File: src/rtl/tcb_pkg.sv
package tcb_pkg;
  localparam int unsigned WORD_W = 32;

  typedef enum logic [3:0] {
    RA_CTRL   = 4'd0,
    RA_STAT   = 4'd1,
    RA_SIZE   = 4'd2,
    RA_MODE   = 4'd3,
    RA_TRGCNT = 4'd4,
    RA_RDPTR  = 4'd5,
    RA_WRPTR  = 4'd6,
    RA_RDATA  = 4'd7,
    RA_FLUSH  = 4'd8,
    RA_DEVID  = 4'd9
  } reg_addr_e;

  localparam int unsigned FLUSH_REQ_BIT  = 6;
  localparam int unsigned FLUSH_STOP_BIT = 12;
  localparam logic [WORD_W-1:0] EMPTY_WORD = '1;

  // width code reported for a memory of 'lanes' 32-bit lanes
  function automatic logic [2:0] width_code(int unsigned lanes);
    case (lanes)
      1:       return 3'd2;
      2:       return 3'd3;
      4:       return 3'd4;
      default: return 3'd5;
    endcase
  endfunction

  // address of the oldest stored word
  function automatic int unsigned oldest_index(logic wrapped, int unsigned wp);
    return wrapped ? wp : 0;
  endfunction

  // number of stored words
  function automatic int unsigned held_words(logic wrapped, int unsigned wp,
                                             int unsigned depth);
    return wrapped ? depth : wp;
  endfunction
endpackage

File: src/rtl/tcb_ctrl_regs.sv
module tcb_ctrl_regs
  import tcb_pkg::*;
#(
  parameter int unsigned CW = 16
) (
  input  logic              clk,
  input  logic              rst_n,
  input  logic              wr_en,
  input  logic [3:0]        addr,
  input  logic [WORD_W-1:0] wdata,
  output logic              en,
  output logic [1:0]        mode,
  output logic [CW-1:0]     trg_cnt,
  output logic              arm,
  output logic              flush_busy,
  output logic              stop_on_flush
);
  logic wr_ctrl, wr_mode, wr_trg, wr_flush;
  logic wdata_unused;

  assign wr_ctrl  = wr_en && (addr == RA_CTRL);
  assign wr_mode  = wr_en && (addr == RA_MODE);
  assign wr_trg   = wr_en && (addr == RA_TRGCNT);
  assign wr_flush = wr_en && (addr == RA_FLUSH);
  assign arm      = wr_ctrl && wdata[0] && !en;
  assign wdata_unused = ^wdata;

  always_ff @(posedge clk or negedge rst_n) begin
    if (!rst_n) begin
      en            <= 1'b0;
      mode          <= 2'd0;
      trg_cnt       <= '0;
      flush_busy    <= 1'b0;
      stop_on_flush <= 1'b0;
    end else begin
      if (wr_ctrl) en <= wdata[0];
      if (wr_mode && !en) mode <= wdata[1:0];
      if (wr_trg) trg_cnt <= wdata[CW-1:0];
      if (flush_busy) flush_busy <= 1'b0;
      if (wr_flush) begin
        flush_busy    <= wdata[FLUSH_REQ_BIT];
        stop_on_flush <= wdata[FLUSH_STOP_BIT];
      end
    end
  end
endmodule

File: src/rtl/tcb_ram.sv
module tcb_ram #(
  parameter int unsigned DEPTH = 64,
  parameter int unsigned DW    = 32,
  localparam int unsigned AW   = $clog2(DEPTH)
) (
  input  logic          clk,
  input  logic          we,
  input  logic [AW-1:0] waddr,
  input  logic [DW-1:0] wdata,
  input  logic [AW-1:0] raddr,
  output logic [DW-1:0] rdata
);
  logic [DW-1:0] mem [DEPTH];

  always_ff @(posedge clk) begin
    if (we) mem[waddr] <= wdata;
  end

  assign rdata = mem[raddr];
endmodule

File: src/rtl/tcb_capture.sv
module tcb_capture
  import tcb_pkg::*;
#(
  parameter int unsigned DEPTH = 64,
  parameter int unsigned CW    = 16,
  localparam int unsigned AW   = $clog2(DEPTH)
) (
  input  logic          clk,
  input  logic          rst_n,
  input  logic          en,
  input  logic [1:0]    mode,
  input  logic [CW-1:0] trg_cnt,
  input  logic          arm,
  input  logic          trig_in,
  input  logic          in_valid,
  input  logic          flush_done,
  input  logic          stop_on_flush,
  output logic          cap_on,
  output logic          accept,
  output logic [AW-1:0] wr_ptr,
  output logic          wrapped,
  output logic          triggered,
  output logic          stopped
);
  logic [CW-1:0] remain;
  logic          trig_hit;
  logic          last_slot;

  function automatic logic [AW-1:0] bump(logic [AW-1:0] p);
    return (p == AW'(DEPTH-1)) ? '0 : p + 1'b1;
  endfunction

  assign cap_on    = en && (mode == 2'd0) && !stopped;
  assign accept    = in_valid && cap_on;
  assign trig_hit  = trig_in && cap_on && !triggered;
  assign last_slot = (wr_ptr == AW'(DEPTH-1));

  always_ff @(posedge clk or negedge rst_n) begin
    if (!rst_n) begin
      wr_ptr    <= '0;
      wrapped   <= 1'b0;
      triggered <= 1'b0;
      stopped   <= 1'b0;
      remain    <= '0;
    end else if (arm) begin
      wr_ptr    <= '0;
      wrapped   <= 1'b0;
      triggered <= 1'b0;
      stopped   <= 1'b0;
      remain    <= '0;
    end else begin
      if (accept) begin
        wr_ptr <= bump(wr_ptr);
        if (last_slot) wrapped <= 1'b1;
      end
      if (trig_hit) begin
        triggered <= 1'b1;
        remain    <= trg_cnt;
        if (trg_cnt == '0) stopped <= 1'b1;
      end else if (accept && triggered) begin
        remain <= remain - 1'b1;
        if (remain == CW'(1)) stopped <= 1'b1;
      end
      if (flush_done && stop_on_flush && en) stopped <= 1'b1;
    end
  end
endmodule

File: src/rtl/tcb_drain.sv
module tcb_drain
  import tcb_pkg::*;
#(
  parameter int unsigned DEPTH = 64,
  localparam int unsigned AW   = $clog2(DEPTH),
  localparam int unsigned LW   = $clog2(DEPTH + 1)
) (
  input  logic          clk,
  input  logic          rst_n,
  input  logic          arm,
  input  logic          load,
  input  logic          wrapped,
  input  logic [AW-1:0] wr_ptr,
  input  logic          pop,
  output logic [AW-1:0] rd_ptr,
  output logic          has_data
);
  logic [LW-1:0] left;

  assign has_data = (left != '0);

  always_ff @(posedge clk or negedge rst_n) begin
    if (!rst_n) begin
      rd_ptr <= '0;
      left   <= '0;
    end else if (arm) begin
      rd_ptr <= '0;
      left   <= '0;
    end else if (load) begin
      rd_ptr <= AW'(oldest_index(wrapped, 32'(wr_ptr)));
      left   <= LW'(held_words(wrapped, 32'(wr_ptr), DEPTH));
    end else if (pop && has_data) begin
      rd_ptr <= (rd_ptr == AW'(DEPTH-1)) ? '0 : rd_ptr + 1'b1;
      left   <= left - 1'b1;
    end
  end
endmodule

File: src/rtl/trace_capture_buf.sv
module trace_capture_buf
  import tcb_pkg::*;
#(
  parameter int unsigned DEPTH = 64,
  parameter int unsigned CW    = 16,
  parameter int unsigned LANES = 1,
  localparam int unsigned AW   = $clog2(DEPTH)
) (
  input  logic              clk,
  input  logic              rst_n,
  input  logic [3:0]        reg_addr,
  input  logic              reg_wr,
  input  logic              reg_rd,
  input  logic [WORD_W-1:0] reg_wdata,
  output logic [WORD_W-1:0] reg_rdata,
  input  logic              tr_valid,
  output logic              tr_ready,
  input  logic [WORD_W-1:0] tr_data,
  input  logic              trig_in
);
  logic          en, arm, flush_busy, stop_on_flush;
  logic [1:0]    mode;
  logic [CW-1:0] trg_cnt;
  logic          cap_on, cap_q, accept, wrapped, triggered, stopped;
  logic [AW-1:0] wr_ptr, rd_ptr;
  logic          stop_evt, stat_ready, rd_pop, has_data;
  logic [WORD_W-1:0] ram_q;

  tcb_ctrl_regs #(.CW(CW)) u_regs (
    .clk(clk), .rst_n(rst_n), .wr_en(reg_wr), .addr(reg_addr),
    .wdata(reg_wdata), .en(en), .mode(mode), .trg_cnt(trg_cnt),
    .arm(arm), .flush_busy(flush_busy), .stop_on_flush(stop_on_flush)
  );

  tcb_capture #(.DEPTH(DEPTH), .CW(CW)) u_cap (
    .clk(clk), .rst_n(rst_n), .en(en), .mode(mode), .trg_cnt(trg_cnt),
    .arm(arm), .trig_in(trig_in), .in_valid(tr_valid),
    .flush_done(flush_busy), .stop_on_flush(stop_on_flush),
    .cap_on(cap_on), .accept(accept), .wr_ptr(wr_ptr),
    .wrapped(wrapped), .triggered(triggered), .stopped(stopped)
  );

  tcb_ram #(.DEPTH(DEPTH), .DW(WORD_W)) u_ram (
    .clk(clk), .we(accept), .waddr(wr_ptr), .wdata(tr_data),
    .raddr(rd_ptr), .rdata(ram_q)
  );

  tcb_drain #(.DEPTH(DEPTH)) u_drain (
    .clk(clk), .rst_n(rst_n), .arm(arm), .load(stop_evt),
    .wrapped(wrapped), .wr_ptr(wr_ptr), .pop(rd_pop),
    .rd_ptr(rd_ptr), .has_data(has_data)
  );

  always_ff @(posedge clk or negedge rst_n) begin
    if (!rst_n) cap_q <= 1'b0;
    else        cap_q <= cap_on;
  end

  assign stop_evt   = cap_q && !cap_on;
  assign stat_ready = !cap_on && !cap_q && !flush_busy;
  assign tr_ready   = cap_on;
  assign rd_pop     = reg_rd && (reg_addr == RA_RDATA);

  always_comb begin
    reg_rdata = '0;
    case (reg_addr_e'(reg_addr))
      RA_CTRL:   reg_rdata = {31'd0, en};
      RA_STAT:   reg_rdata = {29'd0, stat_ready, triggered, wrapped};
      RA_SIZE:   reg_rdata = WORD_W'(DEPTH);
      RA_MODE:   reg_rdata = {30'd0, mode};
      RA_TRGCNT: reg_rdata = WORD_W'(trg_cnt);
      RA_RDPTR:  reg_rdata = WORD_W'(rd_ptr);
      RA_WRPTR:  reg_rdata = WORD_W'(wr_ptr);
      RA_RDATA:  reg_rdata = has_data ? ram_q : EMPTY_WORD;
      RA_FLUSH: begin
        reg_rdata[FLUSH_REQ_BIT]  = flush_busy;
        reg_rdata[FLUSH_STOP_BIT] = stop_on_flush;
      end
      RA_DEVID:  reg_rdata = {21'd0, width_code(LANES), 8'd0};
      default:   reg_rdata = '0;
    endcase
  end
endmodule

File: config.mk
export PLATFORM = sky130hd
export DESIGN_NAME = trace_capture_buf
export DESIGN_NICKNAME = d
export VERILOG_FILES = /design/src/rtl/tcb_pkg.sv /design/src/rtl/tcb_ctrl_regs.sv /design/src/rtl/tcb_ram.sv /design/src/rtl/tcb_capture.sv /design/src/rtl/tcb_drain.sv /design/src/rtl/trace_capture_buf.sv
export SDC_FILE = /design/constraint.sdc
export NUM_CORES = 2
export LEC_CHECK = 0
export BUFFER_PORTS_ARGS = -buffer_cell sky130_fd_sc_hd__buf_2
export CELL_PAD_IN_SITES_DETAIL_PLACEMENT = 1
export CELL_PAD_IN_SITES_GLOBAL_PLACEMENT = 2
export CORE_MARGIN = 2
export CORE_UTILIZATION = 40
export CTS_BUF_LIST = sky130_fd_sc_hd__clkbuf_8
export DETAILED_ROUTE_END_ITERATION = 6
export GPL_ROUTABILITY_DRIVEN = 0
export MAX_ROUTING_LAYER = met4
export PLACE_DENSITY = 0.74
export SYNTH_ARGS = -nofsm -noshare
export SYNTH_HDL_FRONTEND = slang
export SYNTH_SLANG_ARGS = --single-unit
File: constraint.sdc
create_clock -name clk -period 6.92 [get_ports clk]
set_input_delay 0 -clock clk [delete_from_list [all_inputs] [get_ports clk]]
set_output_delay 0 -clock clk [all_outputs]
set_load 0.05 [all_outputs]
# Word-level counts from Yosys, hierarchy flattened
# Memories as Yosys holds them, arrays and structs flattened.
# Cells that the tools add are included.
[totals]
reg_bits = 60
latch_bits = 0
ramBits = 2048
rom_bits = 0
inputBits = 74
out_inout_bits = 33
n_memories = 1
[op_classes]
n_addsub = 4
mul = 0
div = 0
magnitude_cmp = 0
n_eq_ne = 13
shifts = 0
muxes = 35
n_bitwise = 0
reduce_logical = 39
[mem_list]
columns = ["name", "depth", "word_bits", "rd", "rd_ports_with_merged_regs", "wr", "line", "text"]
rows = [
  ["u_ram.mem", 64, 32, 1, 0, 1, "tcb_ram.sv:13", "logic [DW-1:0] mem [DEPTH];"],
]
[op_table]
columns = ["op", "n"]
rows = [
  ["16-bit 2-to-1 mux", 3],
  ["6-bit 2-to-1 mux", 8],
  ["6-bit one-hot mux with 7 select lines", 1],
  ["19-bit one-hot mux with 2 select lines", 1],
  ["32-bit 2-to-1 mux", 1],
  ["7-bit 2-to-1 mux", 4],
  ["1-bit logical AND", 20],
  ["16-bit by 1-bit == test with 1-bit output (second input constant)", 1],
  ["4-bit by 3-bit == test with 1-bit output (second input constant)", 4],
  ["16-bit logical NOT", 1],
  ["16-bit by 1-bit subtractor with 16-bit output (second input constant)", 1],
  ["5-bit one-hot mux with 3 select lines", 1],
  ["1-bit 2-to-1 mux", 14],
  ["6-bit by 1-bit adder with 6-bit output (second input constant)", 2],
  ["6-bit == test (second input constant)", 2],
  ["4-bit by 2-bit == test with 1-bit output (second input constant)", 2],
  ["4-bit == test (second input constant)", 2],
  ["4-bit nonzero test", 2],
  ["7-bit nonzero test", 1],
  ["7-bit by 1-bit subtractor with 7-bit output (second input constant)", 1],
  ["1-bit logical NOT", 6],
  ["2-bit nonzero test", 3],
  ["3-bit nonzero test", 2],
  ["4-bit by 1-bit == test with 1-bit output (second input constant)", 1],
  ["other kinds (7)", 7],
]

# Longest topological paths before layout
[depth]
word_depth = 9
ltp_mapped = 11

# By module
# Synthesis repeated with hierarchy kept, for this count alone.
[hier_totals]
cells_unflattened = 3730
hier_area_um2 = 81892.3
[by_module_without_submodules]
columns = ["module", "n_inst", "cells_per_inst", "area_each_um2", "seq_area_each_um2"]
rows = [
  ["tcb_ram", 1, 3292, 77874.7, 61499.0],
  ["tcb_capture", 1, 159, 1473.9, 625.6],
  ["tcb_ctrl_regs", 1, 53, 883.3, 525.5],
  ["tcb_drain", 1, 95, 843.3, 325.3],
  ["trace_capture_buf", 1, 131, 817.0, 25.0],
]

# Least setup slack after synthesis
# OpenSTA, ideal clock, no wires.
[synth_path]
path_type = "register to register"
startpoint = "reg u_regs.mode[0]"
endpoint = "mem u_ram.mem[31][0] (enable)"
setup_time_ps = 423
arrival_time_ps = 3149
required_time_ps = 6497
setup_slack_ps = 3349
stages_incl_launch_ff = 7
path_buffers = 2
period_less_slack_ps = 3571
cell_sequence = "dfrtp_1 -> nor4b_1 -> buf_2 -> and2_1 -> buf_2 -> nand4_1 -> nor2_1"
[synth_between]
elab_chain_cells = 6
[synth_rtl]
columns = ["element", "line", "text"]
rows = [
  ["from (decl)", "tcb_ctrl_regs.sv:12", "output logic [1:0] mode,"],
  ["from (signal assigned)", "tcb_ctrl_regs.sv:37", "if (wr_mode && !en) mode <= wdata[1:0];"],
  ["2-bit logical NOT", "tcb_capture.sv:33", "assign cap_on = en && (mode == 2'd0) && !stopped;"],
  ["1-bit logical AND (2 in a row)", "tcb_capture.sv:33", ""],
  ["net tr_ready", "trace_capture_buf.sv:17", "output logic tr_ready,"],
  ["1-bit logical AND", "tcb_capture.sv:34", "assign accept = in_valid && cap_on;"],
  ["1-bit 2-to-1 mux", "tcb_ram.sv:16", "if (we) mem[waddr] <= wdata;"],
  ["1-bit 2-to-1 mux (not written as such)", "tcb_ram.sv:16", ""],
  ["to (decl)", "tcb_ram.sv:13", ""],
]
# The timed path passes the listed nets, and every way through them passes these cells.

# Final worst setup path
[layout_path]
startpoint = "reg u_drain.rd_ptr[0]"
endpoint = "out reg_rdata[0]"
[layout_between]
elab_chain_cells = 3
[layout_rtl]
columns = ["element", "line", "text"]
rows = [
  ["from (decl)", "tcb_drain.sv:15", "output logic [AW-1:0] rd_ptr,"],
  ["from (signal assigned)", "tcb_drain.sv:30", "rd_ptr <= AW'(oldest_index(wrapped, 32'(wr_ptr)));"],
  ["from (signal assigned)", "tcb_drain.sv:33", "rd_ptr <= (rd_ptr == AW'(DEPTH-1)) ? '0 : rd_ptr + 1'b1;"],
  ["memory read 64 x 32 bit", "n/a", ""],
  ["32-bit 2-to-1 mux", "trace_capture_buf.sv:74", "RA_RDATA: reg_rdata = has_data ? ram_q : EMPTY_WORD;"],
  ["6-bit one-hot mux with 7 select lines (*)", "trace_capture_buf.sv:66", "case (reg_addr_e'(reg_addr))"],
  ["to (decl)", "trace_capture_buf.sv:15", "output logic [WORD_W-1:0] reg_rdata,"],
]
# Mark *: on every way between the ends. The rest lies on a longest branch, timed or not.

==> run summary <==
DETAILED ROUTING
-----------------------------------------------------------------------------------------------------
Number of vias per cell                                                                          5.78
Routed wire length                                                                             226 mm
Number of routed nets with antenna violations                                                       0
# DRC                                                                                               0
Number of iterations in the first detailed-routing pass                                             6
Via count                                                                                       41600
Average wire per standard cell                                                           31.4 microns
Starting DRC count in detailed routing                                                           4596

YOSYS
-----------------------------------------------------------------------------------------------------
Compound-gate portion of the synthesized area                                                  0.0243
Cell count after synthesis                                                                       3796
Simple-gate share of the synthesized area                                                      0.0264
Leading post-synthesis cells by instance count                                           sky130_fd_sc_hd__edfxtp_1, sky130_fd_sc_hd__mux4_2, sky130_fd_sc_hd__mux2i_1
Post-synthesis share of cell area spent on full adders, half adders and majority gates       0.000762
Average footprint of a synthesized cell                                                    21.6 sq um
Count of flip-flops with a built-in enable after synthesis                                       2048
Fraction of registers with async set/reset                                                     0.0285
Synth top area cells                                                                     sky130_fd_sc_hd__edfxtp_1, sky130_fd_sc_hd__mux4_2, sky130_fd_sc_hd__mux2i_1
Count of distinct cell types in the synthesized netlist                                            73
Total of flip-flops plus latches after synthesis                                                 2108
Combinational family with the most area after synthesis                                  multiplexers
Total number of yosys warnings                                                                      0
Nets in the synthesized netlist                                                                  3875
Post-synth top flop                                                                      sky130_fd_sc_hd__edfxtp_1
Post-synth top area cell                                                                 sky130_fd_sc_hd__edfxtp_1
Post-Synthesis Cell Area                                                                 0.0821 sq mm
Multiplexer share of the synthesized area                                                       0.164
Synthesized-area fraction occupied by xor and xnor cells                                      0.00213
Share of the yosys chip area belonging to registers                                             0.768
Area share of the leading cell type in the synthesized netlist                                  0.749
Most frequently used cell type in the post-synthesis netlist                             sky130_fd_sc_hd__edfxtp_1

GRT
-----------------------------------------------------------------------------------------------------
Via count of the first global-routing pass                                                      43600
Pin count of the biggest net entering global routing                                              120
Fraction of met3 tracks used by global routing                                                 0.0364
Met1 layer usage reported by global route                                                       0.298
GRT Resource Usage Total                                                                        0.221
First-pass GRT wire length                                                                     323 mm
Antenna violations before repair                                                                    5
Total congestion overflow after global routing                                                      0
Met2 track demand over resource in global routing                                               0.346
Busiest layer in global routing                                                                  met2

FLOORPLAN
-----------------------------------------------------------------------------------------------------
Initial core utilization                                                                        0.402
Die boundary width                                                                        457 microns
Placement row count                                                                               166
Placeable core region                                                                     0.204 sq mm
Area enclosed by the die boundary                                                         0.209 sq mm
Vertical die dimension                                                                    457 microns
Top-level port count                                                                              107

PLACEMENT
-----------------------------------------------------------------------------------------------------
Placed inst area                                                                         0.0863 sq mm
Total half-perimeter wirelength after legalization and detailed placement                      129 mm
Buffers added on ports                                                                             90

WORST SETUP PATH
-----------------------------------------------------------------------------------------------------
Crit path buffers/inverters                                                                         2
Data required time at the worst endpoint                                                      6920 ps
Arrival time of data at the critical path endpoint                                            5560 ps
Cell at the slowest stage of the critical path                                           sky130_fd_sc_hd__nor4_1
Crit. End Element                                                                        primary output
Category of the most critical setup path                                                   reg -> out
Kind of cell with the highest combined delay on the critical path                        simple AND/OR/NAND/NOR gates
Critical path fanouts, max                                                                         35
Maximum cell stage delay along the critical path                                              1100 ps
Crit path launch type                                                                        register
Crit-path cells                                                                          buf_4, nor2b_1, a22oi_1, a31oi_1, nand3_1, nor4_1, o22ai_1, buf_2

CTS
-----------------------------------------------------------------------------------------------------
Clk_lat worst skew                                                                            1030 ps
TritonCTS clock tree                                                                             done
Clock-pin slew reported for the worst setup and hold paths after clock tree synthesis           70 ps
Worst-case clock buffer depth                                                                       4
Number of buffers added by the clock tree synthesis step                                          350
CTS Root Buffer Type                                                                     sky130_fd_sc_hd__clkbuf_8
Count of clock tree sinks                                                                        2108
H-tree lvl count                                                                                    5

PWR
-----------------------------------------------------------------------------------------------------
Standby leakage power                                                                         29.6 nW
IR Drop Worst-Case VDD                                                                         295 uV
Cell area power density                                                                   356 mW/mm^2

FINISH
-----------------------------------------------------------------------------------------------------
Fraction of final layout cells sized beyond drive strength 1                                    0.284
Area growth from synthesis to layout                                                            13.8%
Filler cells                                                                                    19000
Cell area after layout                                                                   0.0934 sq mm
Final-stage net count                                                                            4329

STA
-----------------------------------------------------------------------------------------------------
Post-route minimum period                                                                     5560 ps
Number of hold violations in the final report                                                       0
Sum of negative setup slack                                                                      0 ps
Ratio of final minimum period to clock period                                                   0.803
RSZ-0062 raised after global routing                                                               no
Setup-violating endpoint count in the final report                                                  0
Final Skew                                                                                    92.2 ps
Headroom to the max-slew limit                                                                 0.0965
Transition time at the pin with the least slew margin                                         1320 ps
Peak clock frequency supported by timing                                                      180 MHz
Slew Limit Fails                                                                                    0

MIN PATH
-----------------------------------------------------------------------------------------------------
Worst hold-check path type                                                                  in -> reg

OUTCOME
-----------------------------------------------------------------------------------------------------
Outcome                                                                                  complete, no violations

FLOW RUN
-----------------------------------------------------------------------------------------------------
Maximum capacitance violations                                                                      0

## report_power, final
group          internal [mW]  switching [mW]  total (mW)
registers               14.1           0.383        14.5
logic                   3.79            4.97        8.76
clock network           5.04            4.93        9.97
total                   23.0            10.3        33.3
## what timing repair did
action / in CTS / in global routing
endpoints found under the setup margin: 0 / 0
buffers inserted: 0 / 0
hold buffers: 94 / 0
endpoints found under the hold margin: 2167 / 0
resized for setup: 0 / 0
## layer usage
| layer | vias up | part of all wire |
|---|---|---|
| li1 | 17000 | - |
| met5 | - | 0 |
| met3 | 424 | 0.067 |
| met2 | 1747 | 0.49 |
| met4 | 0 | 0.032 |
| met1 | 22500 | 0.42 |
## cells by family after synthesis
logic type | Yosys count
fa+ha+maj | 5
mux | 700
flops | 2108
simple gates | 441
compound gates | 297
buf+inv | 225
xor+xnor | 20
## sequential cells by signal, summed over array words and instances, names as in the netlist, 2 cells and up
| name | count |
|---|---|
| u_ram.mem | 2048 |
| u_cap.remain | 16 |
| u_regs.trg_cnt | 16 |
| u_drain.left | 7 |
| u_cap.wr_ptr | 6 |
| u_drain.rd_ptr | 6 |
| u_regs.mode | 2 |
## area by class of cell
type / instances / area (sq um) / share of cell area
flip-flops and latches: 2108 / 63000 / 0.675
clock buffers: 362 / 4980 / 0.0533
well taps: 2688 / 3360 / 0.0360
diodes: 12 / 30.0 / 0.000322
multi-input cells: 1463 / 18400 / 0.197
clock inverters: 239 / 1130 / 0.0121
repair buffers: 315 / 2450 / 0.0262
inverters: 12 / 45.0 / 0.000482
## worst reg2reg max path: stages, from the launching register on
cell                      delay (ps)
sky130_fd_sc_hd__dfrtp_1         410
sky130_fd_sc_hd__nor4b_2         290
sky130_fd_sc_hd__buf_4           240
sky130_fd_sc_hd__nand2_1         160
sky130_fd_sc_hd__nor2_1          260
sky130_fd_sc_hd__nand2_1         690
sky130_fd_sc_hd__nor2_4         1250
sky130_fd_sc_hd__buf_4           410
## through the flow
step                setup slack [ps]  std cells  utilization  total power [mW]  hold WS [ps]
finish                          1360       7199        0.457              33.3           150
CTS                             1290       7187        0.457              33.5          7.72
global route                    1240       7191        0.457              34.4          96.6
global placement                2420       6492        0.422              23.5           236
detailed placement              2430       6492        0.422              23.5           236
floorplan                       3350       3796            -              20.7          -296
## path summary, 6_finish.rpt
kind | startpoint | endpoint | slack, ps | cells past startpoint
max reg2reg | u_regs.mode[0] | u_ram.mem[16][18] | 2880 | 7
max | u_drain.rd_ptr[0] | reg_rdata[0] | 1360 | 8
max in group asynchronous | rst_n | u_drain.rd_ptr[2] | 5970 | 4
min | reg_addr[2] | u_regs.en | 150 | 5
min in group asynchronous | rst_n | u_regs.trg_cnt[13] | 270 | 4
min reg2reg | u_cap.remain[6] | u_cap.remain[6] | 520 | 1
## layout by cell type (no fill, tap or decap), drive strengths merged, types with 94 or more instances in the layout
| master | instances |
|---|---|
| edfxtp | 2048 |
| mux4 | 514 |
| clkbuf | 362 |
| buf | 221 |
| mux2i | 152 |
| nor2 | 138 |
| clkinv | 135 |
| inv | 105 |
| nand2 | 100 |
| dlygate4sd3 | 94 |
Power figures use the tool's default switching activity.
